==> src/rtl/txq_pkg.sv <==
package txq_pkg;

    localparam int TXQ_DEPTH      = 256;
    localparam int TXQ_WIDTH      = 8;
    localparam int TXQ_LOW_MARK   = 16;
    localparam int TXQ_HIGH_MARK  = 240;

    typedef enum logic [1:0] {
        LVL_ANY_ROOM   = 2'b00,
        LVL_ONLY_EMPTY = 2'b01,
        LVL_LOW_FILL   = 2'b10,
        LVL_HIGH_FILL  = 2'b11
    } bid_level_e;

    typedef struct packed {
        logic full;
        logic empty;
    } fill_flags_t;

    typedef struct packed {
        logic push;
        logic pop;
    } accept_t;

    // Advance a ring pointer, wrapping at the last slot.
    function automatic logic [15:0] ring_next(input logic [15:0] ptr,
                                              input int unsigned depth);
        if (ptr == 16'(depth - 1)) return '0;
        return ptr + 16'd1;
    endfunction

endpackage

==> src/rtl/txq_store.sv <==
module txq_store #(
    parameter int WIDTH = 8,
    parameter int DEPTH = 256,
    localparam int AW   = $clog2(DEPTH)
) (
    input  logic             clk,
    input  logic             we,
    input  logic [AW-1:0]    waddr,
    input  logic [WIDTH-1:0] wdata,
    input  logic [AW-1:0]    raddr,
    output logic [WIDTH-1:0] rdata
);

    logic [WIDTH-1:0] cells [DEPTH];

    always_ff @(posedge clk) begin
        if (we) cells[waddr] <= wdata;
    end

    assign rdata = cells[raddr];

endmodule

==> src/rtl/txq_ptrs.sv <==
module txq_ptrs
    import txq_pkg::*;
#(
    parameter int DEPTH = 256,
    localparam int AW   = $clog2(DEPTH),
    localparam int CW   = $clog2(DEPTH + 1)
) (
    input  logic          clk,
    input  logic          rst,
    input  logic          push_req,
    input  logic          pop_req,
    output logic [AW-1:0] wr_ptr,
    output logic [AW-1:0] rd_ptr,
    output logic [CW-1:0] occ,
    output fill_flags_t   flags,
    output accept_t       acc
);

    localparam logic [CW-1:0] OCC_FULL = CW'(DEPTH);

    logic [AW-1:0] wr_ptr_q, rd_ptr_q;
    logic [CW-1:0] occ_q;

    always_comb begin
        flags.full  = (occ_q == OCC_FULL);
        flags.empty = (occ_q == '0);
        acc.push    = push_req && !flags.full;
        acc.pop     = pop_req  && !flags.empty;
    end

    always_ff @(posedge clk) begin
        if (rst) begin
            wr_ptr_q <= '0;
            rd_ptr_q <= '0;
            occ_q    <= '0;
        end else begin
            if (acc.push) wr_ptr_q <= AW'(ring_next(16'(wr_ptr_q), DEPTH));
            if (acc.pop)  rd_ptr_q <= AW'(ring_next(16'(rd_ptr_q), DEPTH));
            unique case ({acc.push, acc.pop})
                2'b10:   occ_q <= occ_q + 1'b1;
                2'b01:   occ_q <= occ_q - 1'b1;
                default: occ_q <= occ_q;
            endcase
        end
    end

    assign wr_ptr = wr_ptr_q;
    assign rd_ptr = rd_ptr_q;
    assign occ    = occ_q;

endmodule

==> src/rtl/txq_bid.sv <==
module txq_bid
    import txq_pkg::*;
#(
    parameter int DEPTH     = 256,
    parameter int LOW_MARK  = 16,
    parameter int HIGH_MARK = 240,
    localparam int CW       = $clog2(DEPTH + 1),
    localparam int BW       = $clog2(DEPTH)
) (
    input  logic          clk,
    input  logic          rst,
    input  logic [1:0]    level,
    input  logic [CW-1:0] occ,
    output logic          bid_valid,
    output logic [BW-1:0] bid_value
);

    localparam logic [CW-1:0] OCC_FULL = CW'(DEPTH);
    localparam logic [CW-1:0] OCC_LOW  = CW'(LOW_MARK);
    localparam logic [CW-1:0] OCC_HIGH = CW'(HIGH_MARK);
    localparam logic [BW-1:0] TOP_VAL  = BW'(DEPTH - 1);

    bid_level_e    lvl;
    logic          gate_d;
    logic [BW-1:0] value_d;
    logic          valid_q;
    logic [BW-1:0] value_q;

    assign lvl = bid_level_e'(level);

    always_comb begin
        unique case (lvl)
            LVL_ANY_ROOM:   gate_d = (occ != OCC_FULL);
            LVL_ONLY_EMPTY: gate_d = (occ == '0);
            LVL_LOW_FILL:   gate_d = (occ <= OCC_LOW);
            LVL_HIGH_FILL:  gate_d = (occ <= OCC_HIGH);
            default:        gate_d = 1'b0;
        endcase
        // Never bid when every slot is taken, whatever the marks say.
        if (occ == OCC_FULL) gate_d = 1'b0;
        value_d = gate_d ? (TOP_VAL - occ[BW-1:0]) : '0;
    end

    always_ff @(posedge clk) begin
        if (rst) begin
            valid_q <= 1'b0;
            value_q <= '0;
        end else begin
            valid_q <= gate_d;
            value_q <= value_d;
        end
    end

    assign bid_valid = valid_q;
    assign bid_value = value_q;

endmodule

==> src/rtl/txq_bid_fifo.sv <==
module txq_bid_fifo
    import txq_pkg::*;
#(
    parameter int WIDTH     = TXQ_WIDTH,
    parameter int DEPTH     = TXQ_DEPTH,
    parameter int LOW_MARK  = TXQ_LOW_MARK,
    parameter int HIGH_MARK = TXQ_HIGH_MARK,
    localparam int AW       = $clog2(DEPTH),
    localparam int CW       = $clog2(DEPTH + 1),
    localparam int BW       = $clog2(DEPTH)
) (
    input  logic             clk,
    input  logic             rst,
    input  logic             wr_en,
    input  logic [WIDTH-1:0] wr_data,
    input  logic             rd_en,
    output logic [WIDTH-1:0] rd_data,
    output logic             full,
    output logic             empty,
    input  logic [1:0]       bid_level,
    output logic             bid_valid,
    output logic [BW-1:0]    bid_value
);

    logic [AW-1:0] wr_ptr, rd_ptr;
    logic [CW-1:0] occ_q;
    fill_flags_t   flags;
    accept_t       acc;

    txq_ptrs #(.DEPTH(DEPTH)) u_ptrs (
        .clk      (clk),
        .rst      (rst),
        .push_req (wr_en),
        .pop_req  (rd_en),
        .wr_ptr   (wr_ptr),
        .rd_ptr   (rd_ptr),
        .occ      (occ_q),
        .flags    (flags),
        .acc      (acc)
    );

    txq_store #(.WIDTH(WIDTH), .DEPTH(DEPTH)) u_store (
        .clk   (clk),
        .we    (acc.push),
        .waddr (wr_ptr),
        .wdata (wr_data),
        .raddr (rd_ptr),
        .rdata (rd_data)
    );

    txq_bid #(
        .DEPTH     (DEPTH),
        .LOW_MARK  (LOW_MARK),
        .HIGH_MARK (HIGH_MARK)
    ) u_bid (
        .clk       (clk),
        .rst       (rst),
        .level     (bid_level),
        .occ       (occ_q),
        .bid_valid (bid_valid),
        .bid_value (bid_value)
    );

    assign full  = flags.full;
    assign empty = flags.empty;

endmodule

==> config.mk <==
export PLATFORM = sky130hd
export DESIGN_NAME = txq_bid_fifo
export DESIGN_NICKNAME = d
export VERILOG_FILES = /design/src/rtl/txq_pkg.sv /design/src/rtl/txq_store.sv /design/src/rtl/txq_ptrs.sv /design/src/rtl/txq_bid.sv /design/src/rtl/txq_bid_fifo.sv
export SDC_FILE = /design/constraint.sdc
export NUM_CORES = 2
export LEC_CHECK = 0
export BUFFER_PORTS_ARGS = -buffer_cell sky130_fd_sc_hd__buf_4
export CORE_AREA = 4 4 490 492
export CTS_BUF_LIST = sky130_fd_sc_hd__clkbuf_8
export CTS_CLUSTER_SIZE = 24
export DETAILED_ROUTE_END_ITERATION = 6
export DIE_AREA = 0 0 494 496
export PLACE_DENSITY_LB_ADDON = 0.3
export SLEW_MARGIN = 20
export SYNTH_ARGS = -nofsm -noshare
export SYNTH_HDL_FRONTEND = slang
export SYNTH_SLANG_ARGS = --single-unit
==> constraint.sdc <==
create_clock -name clk -period 10.9 [get_ports clk]
set_input_delay 0.545 -clock clk [delete_from_list [all_inputs] [get_ports clk]]
set_output_delay 0.545 -clock clk [all_outputs]
set_load 0.05 [all_outputs]
* After elaboration in Yosys (flattened, before gate mapping)
Memories as Yosys holds them, arrays and structs flattened. A register that Yosys moved wholly into a read port is not among the register bits. Index checks and enable logic that the tools add are counted.
Word-level totals: memories 1, RAM bits 2048, input bits 14, word-level logic and storage cells 48, register bits after elaboration 34
Memories:
- u_store.cells | depth 256, width 8, read ports 1, clocked after Yosys merged registers in 1, wr ports 1, RTL line txq_store.sv:14 | logic [WIDTH-1:0] cells [DEPTH];
Operators by class: bitwise logic cells 1, muxes and demuxes 17, eq/ne operators 9, magnitude comparators 2, add/sub/neg operators 5, reduce and logical (&&, ||, !) cells 8
Operators by type and width (count):
- 8-bit 2-to-1 mux | 6
- 9-bit one-hot mux with 2 select lines | 1
- 8-bit by 1-bit adder with 8-bit output (second input constant) | 2
- 8-bit == test (second input constant) | 2
- 9-bit by 1-bit adder with 9-bit output (second input constant) | 1
- 9-bit == test (second input constant) | 1
- 9-bit by 5-bit less-or-equal comparator with 1-bit output (second input constant) | 1
- 9-bit by 8-bit less-or-equal comparator with 1-bit output (second input constant) | 1
- 9-bit logical NOT | 1
- 1-bit 2-to-1 mux | 9
- 9-bit != test (second input constant) | 1
- 9-bit by 1-bit subtractor with 9-bit output (second input constant) | 1
- 8-bit subtractor (first input constant) | 1
- 2-bit == test (second input constant) | 3
- 2-bit by 1-bit == test with 1-bit output (second input constant) | 2
- 1-bit one-hot mux with 4 select lines | 1
- 1-bit logical AND | 2
- 1-bit logical NOT | 2
- 2-bit logical NOT | 1
- 2-bit nonzero test | 1
- 2-bit OR reduction | 1
- 1-bit inverter | 1

* Logic depth before layout (Yosys ltp)
depth after elaboration 8, mapped depth 16, mapped depth without buffers 14

* Modules after synthesis
From an unflattened synthesis, not the netlist that was laid out.
Unflattened totals: cell total of the unflattened synthesis 3924, area total of the unflattened synthesis 81234.2 µm²
By module, submodules not included:
- txq_store | area an instance 79396.1 µm², sequential area each 61499.0 µm², cells an instance 3725, instances 1
- txq_ptrs | area an instance 1511.4 µm², sequential area each 500.5 µm², cells an instance 170, instances 1
- txq_bid | area an instance 326.6 µm², sequential area each 180.2 µm², cells an instance 29, instances 1

* Least setup slack after synthesis
Ideal clock, no wire load.
path kind register -> register, start point reg u_ptrs.occ_q[6] (netlist: u_ptrs.occ[6]), end point reg u_ptrs.occ_q[6] (netlist: u_ptrs.occ[6]), setup slack 6.915 ns, library setup time 0.128 ns, period minus slack after synthesis 3.985 ns, stages on the path, launching flop included 17, required time 10.772 ns, buffers on the path 2, arrival 3.857 ns, path through dfxtp_1 -> clkbuf_1 -> nor4_1 -> and3_1 -> nor2b_1 -> clkinv_1 -> ha_1 -> buf_1 -> xor2_1 -> ha_1 -> a21oi_1 -> o21ai_0 -> a21oi_1 -> mux2_2 -> a31oi_1 -> xnor2_1 -> nor2_1
On the way: longest elaborated chain between the ends 5, elaborated cells on any way between the ends 12, classes of those cells 2 x add/sub; 3 x eq/ne; 1 x mux; 6 x reduce/logical
Ends and longest elaborated chain:
- start: declaration | RTL line txq_ptrs.sv:22 | logic [CW-1:0] occ_q;
- start signal: assignment | RTL line txq_ptrs.sv:40 | 2'b10: occ_q <= occ_q + 1'b1;
- start signal: assignment | RTL line txq_ptrs.sv:41 | 2'b01: occ_q <= occ_q - 1'b1;
- start signal: assignment | RTL line txq_ptrs.sv:42 | default: occ_q <= occ_q;
- 9-bit == test * | RTL line txq_ptrs.sv:25 | flags.full = (occ_q == OCC_FULL);
- named net full | RTL line txq_bid_fifo.sv:18 | output logic full,
- 1-bit logical NOT * | RTL line txq_ptrs.sv:27 | acc.push = push_req && !flags.full;
- 1-bit logical AND * | RTL line txq_ptrs.sv:27
- 2-bit by 1-bit == test with 1-bit output or 2-bit == test (tied branches) | RTL line txq_ptrs.sv:39 | unique case ({acc.push, acc.pop})
- 9-bit one-hot mux with 2 select lines or 2-bit nonzero test (tied branches)
Mark *: on every way through the listed nets, which the timed path passes. The rest lies on a longest branch. A chain may end at the register's enable or synchronous reset.

==> run_results.csv <==
group,metric,value,unit
clocking,clock_path_buffers,4,
synth,async_flop_share,0,
timing,worst_pin_slew,1.16,ns
synth,syn_area,82100,µm²
global_route,gr-total-overflow,0,
routing,top_layer,"met5",
routing,vias_per_cell,5.35,
die,die-area,245000,µm²
layout,final_common_cell,"edfxtp_1",
placed_design,detailed_place_hpwl,124000,µm
worst_setup_path,worstPathRequired,10.36,ns
worst_setup_path,worst_setup_path_start_kind,"flip-flop",
clocking,cts_sinks,2090,
clocking,cts_root_buf,"clkbuf_8",
power,switching_power,0.00475,W
die,initial_core_util,0.349,
synth,seq_area_frac_synth,0.759,
layout,post-route-util,0.389,
worst_setup_path,end_kind,"primary output",
power,p_seq_frac,0.498,
global_route,antenna_found_initial,5,
timing,rsz0062_at_grt,"no",
timing,drv_slew,0,
global_route,grt_pass1_vias,41400,
worst_setup_path,crit_buf_inv,3,
power,switching_share,0.264,
die,die_w,494,µm
layout,nets,4213,
layout,drive_above_1_share,0.227,
die,core,235000,µm²
job,drv_cap,0,
worst_setup_path,critPathKind,"flip-flop to primary output",
power,p_int,0.0132,W
clocking,cts.repair.resized,0,
worst_setup_path,slowest_delay,0.87,ns
power,vdd_ir_drop_max,0.132,mV
layout,final_cell_mix,"edfxtp_1 (2,048), mux4_2 (432), clkbuf_8 (363)",
timing,slew_headroom,0.222,
power,p_total,0.0180,W
synth,synth_enable_flop_cells,2048,
power,power_density,197,nW/µm²
synth,avgSynthCellArea,20.7,µm²
synth,netlist_instances,3972,
timing,holdWs,0.160,ns
clocking,insertion_delay,1.08,ns
hold_path,hp-class,"input pin to flip-flop",
synth,synth_warnings,0,
routing,wl_met2,102000,µm
power,combPwrFrac,0.160,
synth,ys_dominant_reg_cell,"edfxtp_1",
global_route,grt_pass1_wl,301000,µm
die,pin_count,33,
layout,stdcell_area,91500,µm²
timing,setup_viol,0,
routing,drt-pass1-iter-count,5,
layout,areaGrowthSynthToFinish,11.4,%
worst_setup_path,path_max_fanout,49,
worst_setup_path,worst_path_most_repeated_cell,"buf_4",
clocking,clkSlewWorstSetupHoldPaths,0.06,ns
routing,drt-initial-drc-count,4193,
worst_setup_path,arrival,6.13,ns
outcome,status,"complete, no violations",
worst_setup_path,path_cells,"buf_4 > buf_4 > mux4_1 > mux4_2 > a22o_1 > a211oi_2 > nor4_2 > buf_4",
clocking,cts_buffers,349,
synth,ys_ff_latch,2090,
routing,drt-met1-wl,88600,µm
placed_design,io_buffer_count,32,
die,placementRows,178,
timing,tns,0,ns
synth,ys_types,69,
routing,vias,40500,
routing,wl_met3,12900,µm
clocking,htree_levels,5,
clocking,cts_tree,"yes",
routing,drc_errors,0,
placed_design,gp_routability_congestion,0.819,
power,p_leak,27.4,nW
worst_setup_path,crit_family,"buffers and inverters",
synth,yosys.area.top_type,"edfxtp_1",
global_route,grt_max_degree,153,
timing,max_freq,150,MHz
global_route,grtUsageTotal,0.169,
timing,fin_crit_sh,0.612,
timing,hold_viol,0,
clocking,post-cts-setup-buffers,0,
routing,wl_per_cell,27.7,µm
die,die_h,496,µm
timing,fin_crit,6.67,ns
synth,ys_top_cells_by_area,"edfxtp_1 (75%), mux4_2 (12%), mux2i_1 (2.5%)",
worst_setup_path,cp_slowest_cell,"dfxtp_4",
timing,fin_skew,0.104,ns
synth,synth_fp_nets,3994,
placed_design,placedInstanceArea,85400,µm²
synth,synth_top_area_share,0.749,
routing,wl,210000,µm
power,pwr-share-clk,0.342,
routing,ant_nets,0,
[cell type report]
class	instances	area (µm²)
Clock buffer	358	4930
Antenna cell	2	5.00
Sequential cell	2090	62400
Clock inverter	231	1070
Tap cell	3150	3940
Multi-Input combinational cell	1634	18200
Fill cell	21200	144000
Inverter	8	32.5
Timing Repair Buffer	108	966
[power by group through the flow]
stage	Combinational [W]	Sequential [W]	Clock [W]
2_1_floorplan	0.00215	0.00911	0
3_3_place_gp	0.00290	0.00912	0
3_5_place_dp	0.00291	0.00912	0
4_1_cts	0.00292	0.00896	0.00631
5_1_grt	0.00305	0.00896	0.00670
6_report	0.00288	0.00896	0.00616
[cell families after synthesis]
logic type      count (synthesis)  synth area share
buf+inv                       248            0.0211
mux                           697             0.157
compound gates                333            0.0284
xor+xnor                       16           0.00171
fa+ha+maj                       8           0.00122
flops                        2090             0.759
simple gates                  580            0.0314
[metrics by stage]
step | setup slack [ns] | cells
3_3_place_gp | 5.12 | 6983
4_1_cts | 4.01 | 7577
5_1_grt | 3.93 | 7580
3_5_place_dp | 5.18 | 6983
2_1_floorplan | 6.92 | 3972
6_report | 4.23 | 7581
[cell usage after synthesis, types with 10 or more instances]
library cell	n
buf_6	33
buf_4	41
buf_12	10
o21ai_0	33
nor3_1	30
a22oi_1	28
mux4_2	432
nor2b_1	25
a21oi_1	65
nor2_1	319
buf_2	46
o221ai_1	42
mux2i_1	204
xor2_1	11
dfxtp_1	42
nand3_1	38
edfxtp_1	2048
a221oi_1	17
mux4_1	30
and2_1	16
buf_8	12
nand2_1	86
mux2_2	31
o31ai_1	10
a211oi_1	42
o22ai_1	40
clkbuf_1	84
[state kept, by name, indices dropped and copies added (netlist names), named ones only]
signal / cells
u_bid.bid_valid: 1
u_bid.bid_value: 8
u_ptrs.occ: 9
u_ptrs.rd_ptr: 8
u_ptrs.wr_ptr: 8
u_store.cells: 2048
[worst paths after layout]
kind                 start               endpoint  slack (ns)  depth (start not counted)
min             wr_data[0]  u_store.cells[177][0]        0.16                          1
max              flip-flop             rd_data[6]        4.23                          8
min reg2reg  u_ptrs.occ[7]     u_bid.bid_value[7]        0.52                          1
max reg2reg  u_ptrs.occ[5]          u_ptrs.occ[6]        5.84                         14
[layer usage]
layer	track usage	vias up
met2	0.273	1537
met3	0.0291	348
met4	0.0585	2
met5	0	-
met1	0.231	21700
li1	-	17000
[worst reg2reg max path, cell delays in order (launching register included)]
cell and delay (ns):
dfxtp_1 0.42, nor4_1 0.67, nand2_1 0.14, o21ai_0 0.86, inv_1 0.42, ha_1 0.50
xor2_1 0.22, ha_1 0.22, a21oi_1 0.25, o21ai_0 0.14, a21oi_1 0.34, mux2_2 0.38
a31oi_1 0.19, xnor2_1 0.14, nor2_1 0.05
[timing repair]
| action | 4_1_cts | 5_1_grt |
|---|---|---|
| endpoints found under the hold margin | 104 | 34 |
| hold buffers | 5 | 1 |
| endpoints found under the setup margin | 0 | 0 |
No activity file was read; power rests on OpenSTA's default activity.
